**config.mk**
```make
export PLATFORM = sky130hd
export DESIGN_NAME = sb_issue_ctrl
export DESIGN_NICKNAME = d
export VERILOG_FILES = /design/src/rtl/sb_pkg.sv /design/src/rtl/sb_ready_table.sv /design/src/rtl/sb_regfile.sv /design/src/rtl/sb_issue_window.sv /design/src/rtl/sb_issue_gate.sv /design/src/rtl/sb_issue_ctrl.sv
export SDC_FILE = /design/constraint.sdc
export NUM_CORES = 1
export LEC_CHECK = 0
export BUFFER_PORTS_ARGS = -buffer_cell sky130_fd_sc_hd__buf_4
export CAP_MARGIN = 10
export CORE_ASPECT_RATIO = 0.8
export CORE_MARGIN = 2
export CORE_UTILIZATION = 42
export CTS_CLUSTER_DIAMETER = 40
export DETAILED_ROUTE_END_ITERATION = 6
export MAX_ROUTING_LAYER = met4
export SLEW_MARGIN = 20
export SYNTH_ARGS = -nofsm -noshare
export SYNTH_HDL_FRONTEND = slang
export SYNTH_SLANG_ARGS = --single-unit
```
**constraint.sdc**
```tcl
create_clock -name clk -period 2.18 [get_ports clk]
set_clock_uncertainty 0.05 [all_clocks]
set_input_delay 0.218 -clock clk [delete_from_list [all_inputs] [get_ports clk]]
set_output_delay 0.218 -clock clk [all_outputs]
set_load 0.05 [all_outputs]
```
**src/rtl/sb_pkg.sv**
```systemverilog
package sb_pkg;
  localparam int unsigned SB_NUM_REGS = 8;
  localparam int unsigned SB_DATA_W   = 16;
  localparam int unsigned SB_NUM_FU   = 2;
  localparam int unsigned SB_OPC_W    = 6;

  // index width for a set of n items, never below one bit
  function automatic int unsigned idx_w(input int unsigned n);
    return (n <= 1) ? 1 : $clog2(n);
  endfunction
endpackage

```
**src/rtl/sb_ready_table.sv**
```systemverilog
module sb_ready_table #(
  parameter int unsigned NUM_REGS = 8,
  parameter int unsigned IDX_W    = 3
) (
  input  logic                clk,
  input  logic                rst_n,
  input  logic                clr_en,
  input  logic [IDX_W-1:0]    clr_idx,
  input  logic                set_en,
  input  logic [IDX_W-1:0]    set_idx,
  output logic [NUM_REGS-1:0] free_o
);
  for (genvar g = 0; g < NUM_REGS; g++) begin : g_flag
    if (g == 0) begin : g_zero
      assign free_o[g] = 1'b1;
    end else begin : g_live
      logic free_q;
      always_ff @(posedge clk or negedge rst_n) begin
        if (!rst_n) begin
          free_q <= 1'b1;
        end else if (clr_en && clr_idx == IDX_W'(g)) begin
          free_q <= 1'b0;   // reservation beats a simultaneous release
        end else if (set_en && set_idx == IDX_W'(g)) begin
          free_q <= 1'b1;
        end
      end
      assign free_o[g] = free_q;
    end
  end

  // a reserved destination is busy in the following cycle
  p_dst_reserved_r5: assert property (@(posedge clk) disable iff (!rst_n)
    (clr_en && clr_idx != '0) |=> !free_o[$past(clr_idx)]);

  // an uncontested release frees the register
  p_wb_frees_r6: assert property (@(posedge clk) disable iff (!rst_n)
    (set_en && set_idx != '0 && !(clr_en && clr_idx == set_idx)) |=> free_o[$past(set_idx)]);

  // collision leaves the register busy
  p_clear_wins_r9: assert property (@(posedge clk) disable iff (!rst_n)
    (clr_en && set_en && clr_idx == set_idx && clr_idx != '0) |=> !free_o[$past(set_idx)]);
endmodule

```
**src/rtl/sb_regfile.sv**
```systemverilog
module sb_regfile #(
  parameter int unsigned NUM_REGS = 8,
  parameter int unsigned DATA_W   = 16,
  parameter int unsigned IDX_W    = 3
) (
  input  logic              clk,
  input  logic              rst_n,
  input  logic              wr_en,
  input  logic [IDX_W-1:0]  wr_idx,
  input  logic [DATA_W-1:0] wr_data,
  input  logic [IDX_W-1:0]  rd_a_idx,
  input  logic [IDX_W-1:0]  rd_b_idx,
  output logic [DATA_W-1:0] rd_a_data,
  output logic [DATA_W-1:0] rd_b_data
);
  logic [DATA_W-1:0] val [NUM_REGS];

  for (genvar g = 0; g < NUM_REGS; g++) begin : g_reg
    if (g == 0) begin : g_zero
      assign val[g] = '0;
    end else begin : g_live
      logic [DATA_W-1:0] q;
      always_ff @(posedge clk or negedge rst_n) begin
        if (!rst_n) begin
          q <= '0;
        end else if (wr_en && wr_idx == IDX_W'(g)) begin
          q <= wr_data;
        end
      end
      assign val[g] = q;
    end
  end

  always_comb begin
    rd_a_data = '0;
    rd_b_data = '0;
    for (int i = 0; i < NUM_REGS; i++) begin
      if (rd_a_idx == IDX_W'(i)) rd_a_data = val[i];
      if (rd_b_idx == IDX_W'(i)) rd_b_data = val[i];
    end
  end

  // written data lands in the addressed register
  p_wb_stores_r6: assert property (@(posedge clk) disable iff (!rst_n)
    (wr_en && wr_idx != '0) |=> val[$past(wr_idx)] == $past(wr_data));

  // register 0 never holds anything but zero
  p_r0_zero_r8: assert property (@(posedge clk) disable iff (!rst_n)
    (rd_a_idx == '0) |-> rd_a_data == '0);
endmodule

```
**src/rtl/sb_issue_window.sv**
```systemverilog
module sb_issue_window #(
  parameter int unsigned OPC_W = 6,
  parameter int unsigned FU_W  = 1,
  parameter int unsigned IDX_W = 3
) (
  input  logic             clk,
  input  logic             rst_n,
  input  logic             in_valid,
  output logic             in_ready,
  input  logic [OPC_W-1:0] in_opcode,
  input  logic [FU_W-1:0]  in_fu,
  input  logic [IDX_W-1:0] in_dst,
  input  logic [IDX_W-1:0] in_src1,
  input  logic [IDX_W-1:0] in_src2,
  input  logic             take_i,
  output logic             win_valid,
  output logic [OPC_W-1:0] win_opcode,
  output logic [FU_W-1:0]  win_fu,
  output logic [IDX_W-1:0] win_dst,
  output logic [IDX_W-1:0] win_src1,
  output logic [IDX_W-1:0] win_src2
);
  logic load;

  assign in_ready = !win_valid || take_i;
  assign load     = in_valid && in_ready;

  always_ff @(posedge clk or negedge rst_n) begin
    if (!rst_n) begin
      win_valid <= 1'b0;
    end else if (load) begin
      win_valid <= 1'b1;
    end else if (take_i) begin
      win_valid <= 1'b0;
    end
  end

  always_ff @(posedge clk or negedge rst_n) begin
    if (!rst_n) begin
      win_opcode <= '0;
      win_fu     <= '0;
      win_dst    <= '0;
      win_src1   <= '0;
      win_src2   <= '0;
    end else if (load) begin
      win_opcode <= in_opcode;
      win_fu     <= in_fu;
      win_dst    <= in_dst;
      win_src1   <= in_src1;
      win_src2   <= in_src2;
    end
  end

  // a waiting instruction stays put, unchanged
  p_hold_r11: assert property (@(posedge clk) disable iff (!rst_n)
    (win_valid && !take_i) |=> (win_valid && $stable(win_opcode) && $stable(win_dst)
                                && $stable(win_src1) && $stable(win_src2) && $stable(win_fu)));

  // the gate never takes from an empty window
  p_take_needs_entry_r2: assert property (@(posedge clk) disable iff (!rst_n)
    take_i |-> win_valid);
endmodule

```
**src/rtl/sb_issue_gate.sv**
```systemverilog
module sb_issue_gate #(
  parameter int unsigned NUM_REGS = 8,
  parameter int unsigned NUM_FU   = 2,
  parameter int unsigned IDX_W    = 3,
  parameter int unsigned FU_W     = 1
) (
  input  logic                win_valid,
  input  logic [IDX_W-1:0]    win_dst,
  input  logic [IDX_W-1:0]    win_src1,
  input  logic [IDX_W-1:0]    win_src2,
  input  logic [FU_W-1:0]     win_fu,
  input  logic [NUM_REGS-1:0] free_i,
  input  logic [NUM_FU-1:0]   fu_free,
  output logic                fire_o
);
  localparam int unsigned NUM_OPS = 3;

  logic [IDX_W-1:0]   op_idx [NUM_OPS];
  logic [NUM_OPS-1:0] op_ok;
  logic               unit_ok;

  assign op_idx[0] = win_dst;   // output dependence
  assign op_idx[1] = win_src1;  // true dependence
  assign op_idx[2] = win_src2;  // true dependence

  for (genvar k = 0; k < NUM_OPS; k++) begin : g_op
    always_comb begin
      op_ok[k] = 1'b0;
      for (int i = 0; i < NUM_REGS; i++) begin
        if (op_idx[k] == IDX_W'(i)) op_ok[k] = free_i[i];
      end
    end
  end

  always_comb begin
    unit_ok = 1'b0;
    for (int u = 0; u < NUM_FU; u++) begin
      if (win_fu == FU_W'(u)) unit_ok = fu_free[u];
    end
  end

  assign fire_o = win_valid && (&op_ok) && unit_ok;
endmodule

```
**src/rtl/sb_issue_ctrl.sv**
```systemverilog
module sb_issue_ctrl
  import sb_pkg::*;
#(
  parameter int unsigned NUM_REGS = SB_NUM_REGS,
  parameter int unsigned DATA_W   = SB_DATA_W,
  parameter int unsigned NUM_FU   = SB_NUM_FU,
  parameter int unsigned OPC_W    = SB_OPC_W,
  localparam int unsigned IDX_W   = idx_w(NUM_REGS),
  localparam int unsigned FU_W    = idx_w(NUM_FU)
) (
  input  logic              clk,
  input  logic              rst_n,
  input  logic              in_valid,
  output logic              in_ready,
  input  logic [OPC_W-1:0]  in_opcode,
  input  logic [FU_W-1:0]   in_fu,
  input  logic [IDX_W-1:0]  in_dst,
  input  logic [IDX_W-1:0]  in_src1,
  input  logic [IDX_W-1:0]  in_src2,
  input  logic [NUM_FU-1:0] fu_free,
  input  logic              wb_valid,
  input  logic [IDX_W-1:0]  wb_reg,
  input  logic [DATA_W-1:0] wb_data,
  output logic              iss_valid,
  output logic [OPC_W-1:0]  iss_opcode,
  output logic [FU_W-1:0]   iss_fu,
  output logic [IDX_W-1:0]  iss_dst,
  output logic [DATA_W-1:0] iss_opa,
  output logic [DATA_W-1:0] iss_opb
);
  logic                win_valid;
  logic [OPC_W-1:0]    win_opcode;
  logic [FU_W-1:0]     win_fu;
  logic [IDX_W-1:0]    win_dst, win_src1, win_src2;
  logic [NUM_REGS-1:0] reg_free;
  logic                fire;

  sb_issue_window #(.OPC_W(OPC_W), .FU_W(FU_W), .IDX_W(IDX_W)) u_window (
    .clk, .rst_n, .in_valid, .in_ready, .in_opcode, .in_fu, .in_dst, .in_src1, .in_src2,
    .take_i(fire), .win_valid, .win_opcode, .win_fu, .win_dst, .win_src1, .win_src2
  );

  sb_issue_gate #(.NUM_REGS(NUM_REGS), .NUM_FU(NUM_FU), .IDX_W(IDX_W), .FU_W(FU_W)) u_gate (
    .win_valid, .win_dst, .win_src1, .win_src2, .win_fu,
    .free_i(reg_free), .fu_free, .fire_o(fire)
  );

  sb_ready_table #(.NUM_REGS(NUM_REGS), .IDX_W(IDX_W)) u_table (
    .clk, .rst_n, .clr_en(fire), .clr_idx(win_dst),
    .set_en(wb_valid), .set_idx(wb_reg), .free_o(reg_free)
  );

  sb_regfile #(.NUM_REGS(NUM_REGS), .DATA_W(DATA_W), .IDX_W(IDX_W)) u_regs (
    .clk, .rst_n, .wr_en(wb_valid), .wr_idx(wb_reg), .wr_data(wb_data),
    .rd_a_idx(win_src1), .rd_b_idx(win_src2), .rd_a_data(iss_opa), .rd_b_data(iss_opb)
  );

  assign iss_valid  = fire;
  assign iss_opcode = win_opcode;
  assign iss_fu     = win_fu;
  assign iss_dst    = win_dst;

  // nothing leaves toward a busy unit
  p_unit_idle_r4: assert property (@(posedge clk) disable iff (!rst_n)
    iss_valid |-> fu_free[iss_fu]);

  // sources and destination are all free when leaving
  p_no_hazard_r3: assert property (@(posedge clk) disable iff (!rst_n)
    iss_valid |-> (reg_free[win_src1] && reg_free[win_src2] && reg_free[win_dst]));

  // an instruction touching only register 0 is never held back by it
  p_r0_never_blocks_r8: assert property (@(posedge clk) disable iff (!rst_n)
    (win_valid && win_dst == '0 && win_src1 == '0 && win_src2 == '0 && fu_free[win_fu])
      |-> iss_valid);
endmodule

```
==> results.yml <==
critical_path:
  crit_buf_inv: 3
  cpLargestDelayFamily: "compound AO/OA/AOI/OAI gates"
  worstPathMaxFanout: 8
  cp-start-kind: "flip-flop"
  path_cells: "buf_6, mux2i_1, a32oi_2, o21ai_2, o41a_1, clkinvlp_4, buf_8"
  crit_required_ns: 1.91
  worstPathArrival_ns: 2.22
  crit_slowest_cell: "o41a_1"
  path_class: "flip-flop to primary output"
  cp-end-kind: "primary output"
  cp_slowest_stage_delay_ns: 0.47
placement:
  gp_congestion: 0.872
  numPortBuffers: 84
  place_hpwl_microns: 15500
  place_ws_ns: -0.0980
  dp_cells: 1049
final_layout:
  multiInputGateArea_sq_um: 4590
  fillCellCount: 1425
  area_growth_pct: 44.8
  register_area_sq_um: 3420
  drive_gt1_frac: 0.488
  final_cells: 1151
  n_antenna_cell: 0
  final_cell_mix: "dfrtp_1, nand2_1, buf_4, mux2_2, buf_6"
  num-nets-final: 949
  layout_commonest_cell: "dfrtp_1"
detailed_routing:
  ant_nets: 0
  drcViolationCount: 0
  drtIter0Drc: 482
  wl_microns: 26400
  first_pass_iters: 5
  via_per_inst: 6.05
  dr_total_vias: 6969
  wire_per_inst_microns: 23.0
synthesis:
  synth.cell_area_sq_um: 7690
  syn_nets: 783
  syn_area_per_cell_sq_um: 10.4
  ys_dominant_reg_cell: "dfrtp_1"
  async_reset_ff_frac: 1.00
  synthCells: 742
  yosysUniqueCellTypes: 52
  synth_edf_count: 0
  synth.yosys.seq_area_share: 0.444
  ys_warn_count: 0
  synth.ff_latch_count: 136
timing:
  setup_viol: 36
  period_share: 1.14
  fmax_mhz: 403
  worstMarginPinSlew_ns: 0.566
  grt_setup_unrepaired: "yes"
  timing.final.hold_violations: 0
  slew_headroom: 0.623
  period_needed_ns: 2.48
  final_max_slew_viol_count: 0
  fin_tns_setup_ns: -6.47
  setup_ws_ns: -0.304
power_and_ir_drop:
  total_power_uw: 18200
  p_per_area_nw_per_um2: 1640
  leakage_uw: 0.00511
  ir_drop_mv: 1.17
run:
  cap_violations: 0
grt:
  overflow: 0
  track_usage: 0.274
  grt_max_degree: 54
  grt_pass1_vias: 6927
  antenna_found_initial: 0
  grt_pass1_wl_microns: 39700
clock_tree:
  clk_latency_ns: 0.43
  cts-root-buf: "clkbuf_16"
  clk_pin_slew_worst_paths_ns: 0.06
  cts_tree: "yes"
  clock-sinks: 136
  clockBufferDepth: 2
  cts_max_level: 4
  cts_buffers: 17
floorplan:
  die_w_microns: 155
  core_area_sq_um: 18100
  initial_core_util: 0.426
  core.rowCount: 44
  die_area_sq_um: 19400
  ios: 85
  fp.dieH_microns: 125
min_path:
  hold_path.class: "primary input to flip-flop"
run_status:
  status: "finished, violations left"
  violations: "setup timing"
==> routing by layer <==
metal,part of all wire,global-route usage
met5,0,-
met4,0.022,0.0847
met1,0.44,0.366
met3,0.058,0.0579
met2,0.48,0.422
==> what timing repair did <==
action                                 4_1_cts  5_1_grt
endpoints found under the hold margin       61        0
setup endpoints to repair                   38       50
hold buffers                                13        0
pin swaps                                   27       34
gates resized for setup                    139       65
setup buffers                               30       28
gates cloned                                 3        6
==> worst register-to-register path, delay by kind of cell (launching register included) <==
| kind | cells | cell delay, ns |
|---|---|---|
| AOI/OAI and AO/OA | 4 | 1.07 |
| DFF | 1 | 0.44 |
| buffers and inverters | 3 | 0.47 |
| muxes | 1 | 0.13 |
==> power breakdown <==
part / leakage (uW) / switching, uW / internal (uW) / total [uW]
Combinational: 0.00324 / 6410 / 5150 / 11600
Sequential: 0.00160 / 691 / 3220 / 3910
Clock: 0.000272 / 1130 / 1620 / 2750
==> sequential cells by signal (all words and copies together) (netlist names) <==
name and count:
u_window.win_src2 3, u_window.win_src1 3, u_window.win_dst 3, u_window.win_fu 1
u_table.g_flag.g_live.free_q 7, u_window.win_opcode 6, u_regs.g.g_live.q 112, u_window.win_valid 1
==> worst paths after layout <==
path / from / to / slack, ns / depth (start not counted)
min in group asynchronous: rst_n / u_regs.g_reg[7].g_live.q[9]$_DFFE_PN0P_ / 0.27 / 2
max in group asynchronous: rst_n / u_table.g_flag[6].g_live.free_q$_DFFE_PN1P_ / 1.14 / 3
min reg2reg: u_regs.g_reg[6].g_live.q[7]$_DFFE_PN0P_ / u_regs.g_reg[6].g_live.q[7]$_DFFE_PN0P_ / 0.46 / 2
max: u_window.win_src1[2]$_DFFE_PN0P_ / in_ready / -0.30 / 7
min: wb_data[0] / u_regs.g_reg[6].g_live.q[0]$_DFFE_PN0P_ / 0.02 / 3
max reg2reg: u_window.win_src1[2]$_DFFE_PN0P_ / u_window.win_src1[2]$_DFFE_PN0P_ / -0.09 / 8
==> Yosys cell counts (all sizes together) (2+ instances only) <==
| cell type | count | share of area |
|---|---|---|
| dfrtp | 129 | 0.42 |
| mux2 | 116 | 0.17 |
| nand2 | 113 | 0.055 |
| clkbuf | 44 | 0.021 |
| a21oi | 32 | 0.021 |
| o211ai | 28 | 0.034 |
| o21ai | 27 | 0.018 |
| nor2 | 26 | 0.013 |
| mux2i | 24 | 0.031 |
| nand2b | 24 | 0.020 |
| buf | 19 | 0.016 |
| a221oi | 18 | 0.021 |
| inv | 18 | 0.0088 |
| a41o | 16 | 0.021 |
| a22o | 15 | 0.017 |
| a221o | 12 | 0.016 |
| a211oi | 11 | 0.011 |
| o22ai | 11 | 0.0090 |
| a21o | 10 | 0.0098 |
| dfstp | 7 | 0.024 |
| nor2b | 6 | 0.0049 |
| nand3 | 4 | 0.0026 |
| and3 | 3 | 0.0031 |
| nand4 | 3 | 0.0033 |
| nand4b | 3 | 0.0034 |
| nor3 | 3 | 0.0041 |
| o32a | 3 | 0.0039 |
| a32oi | 2 | 0.0033 |
| nor3b | 2 | 0.0033 |
==> layout make-up <==
class	count	share of cell area
Multi-Input combinational cell	525	0.412
Sequential cell	136	0.307
Timing Repair Buffer	209	0.196
Clock buffer	20	0.0410
Tap cell	230	0.0258
Clock inverter	12	0.00899
Inverter	19	0.00820
==> per-stage QoR <==
step                hold WS [ns]  area (sq um)  utilization
finish                    0.0155         11100        0.617
global route              0.0132         11100        0.617
CTS                      0.00516         10700        0.590
detailed placement         0.186          8980        0.497
global placement           0.169          8980        0.497
floorplan                 -0.128          7850            -
==> logic make-up (layout without fill, tap and decap cells) <==
kind of cell	count (synthesis)	in the layout	share of synthesized area
buf+inv	82	260	0.0469
flops	136	136	0.444
simple gates	191	192	0.116
mux	140	140	0.201
compound gates	193	193	0.192
No activity file was read; power rests on OpenSTA's default activity.
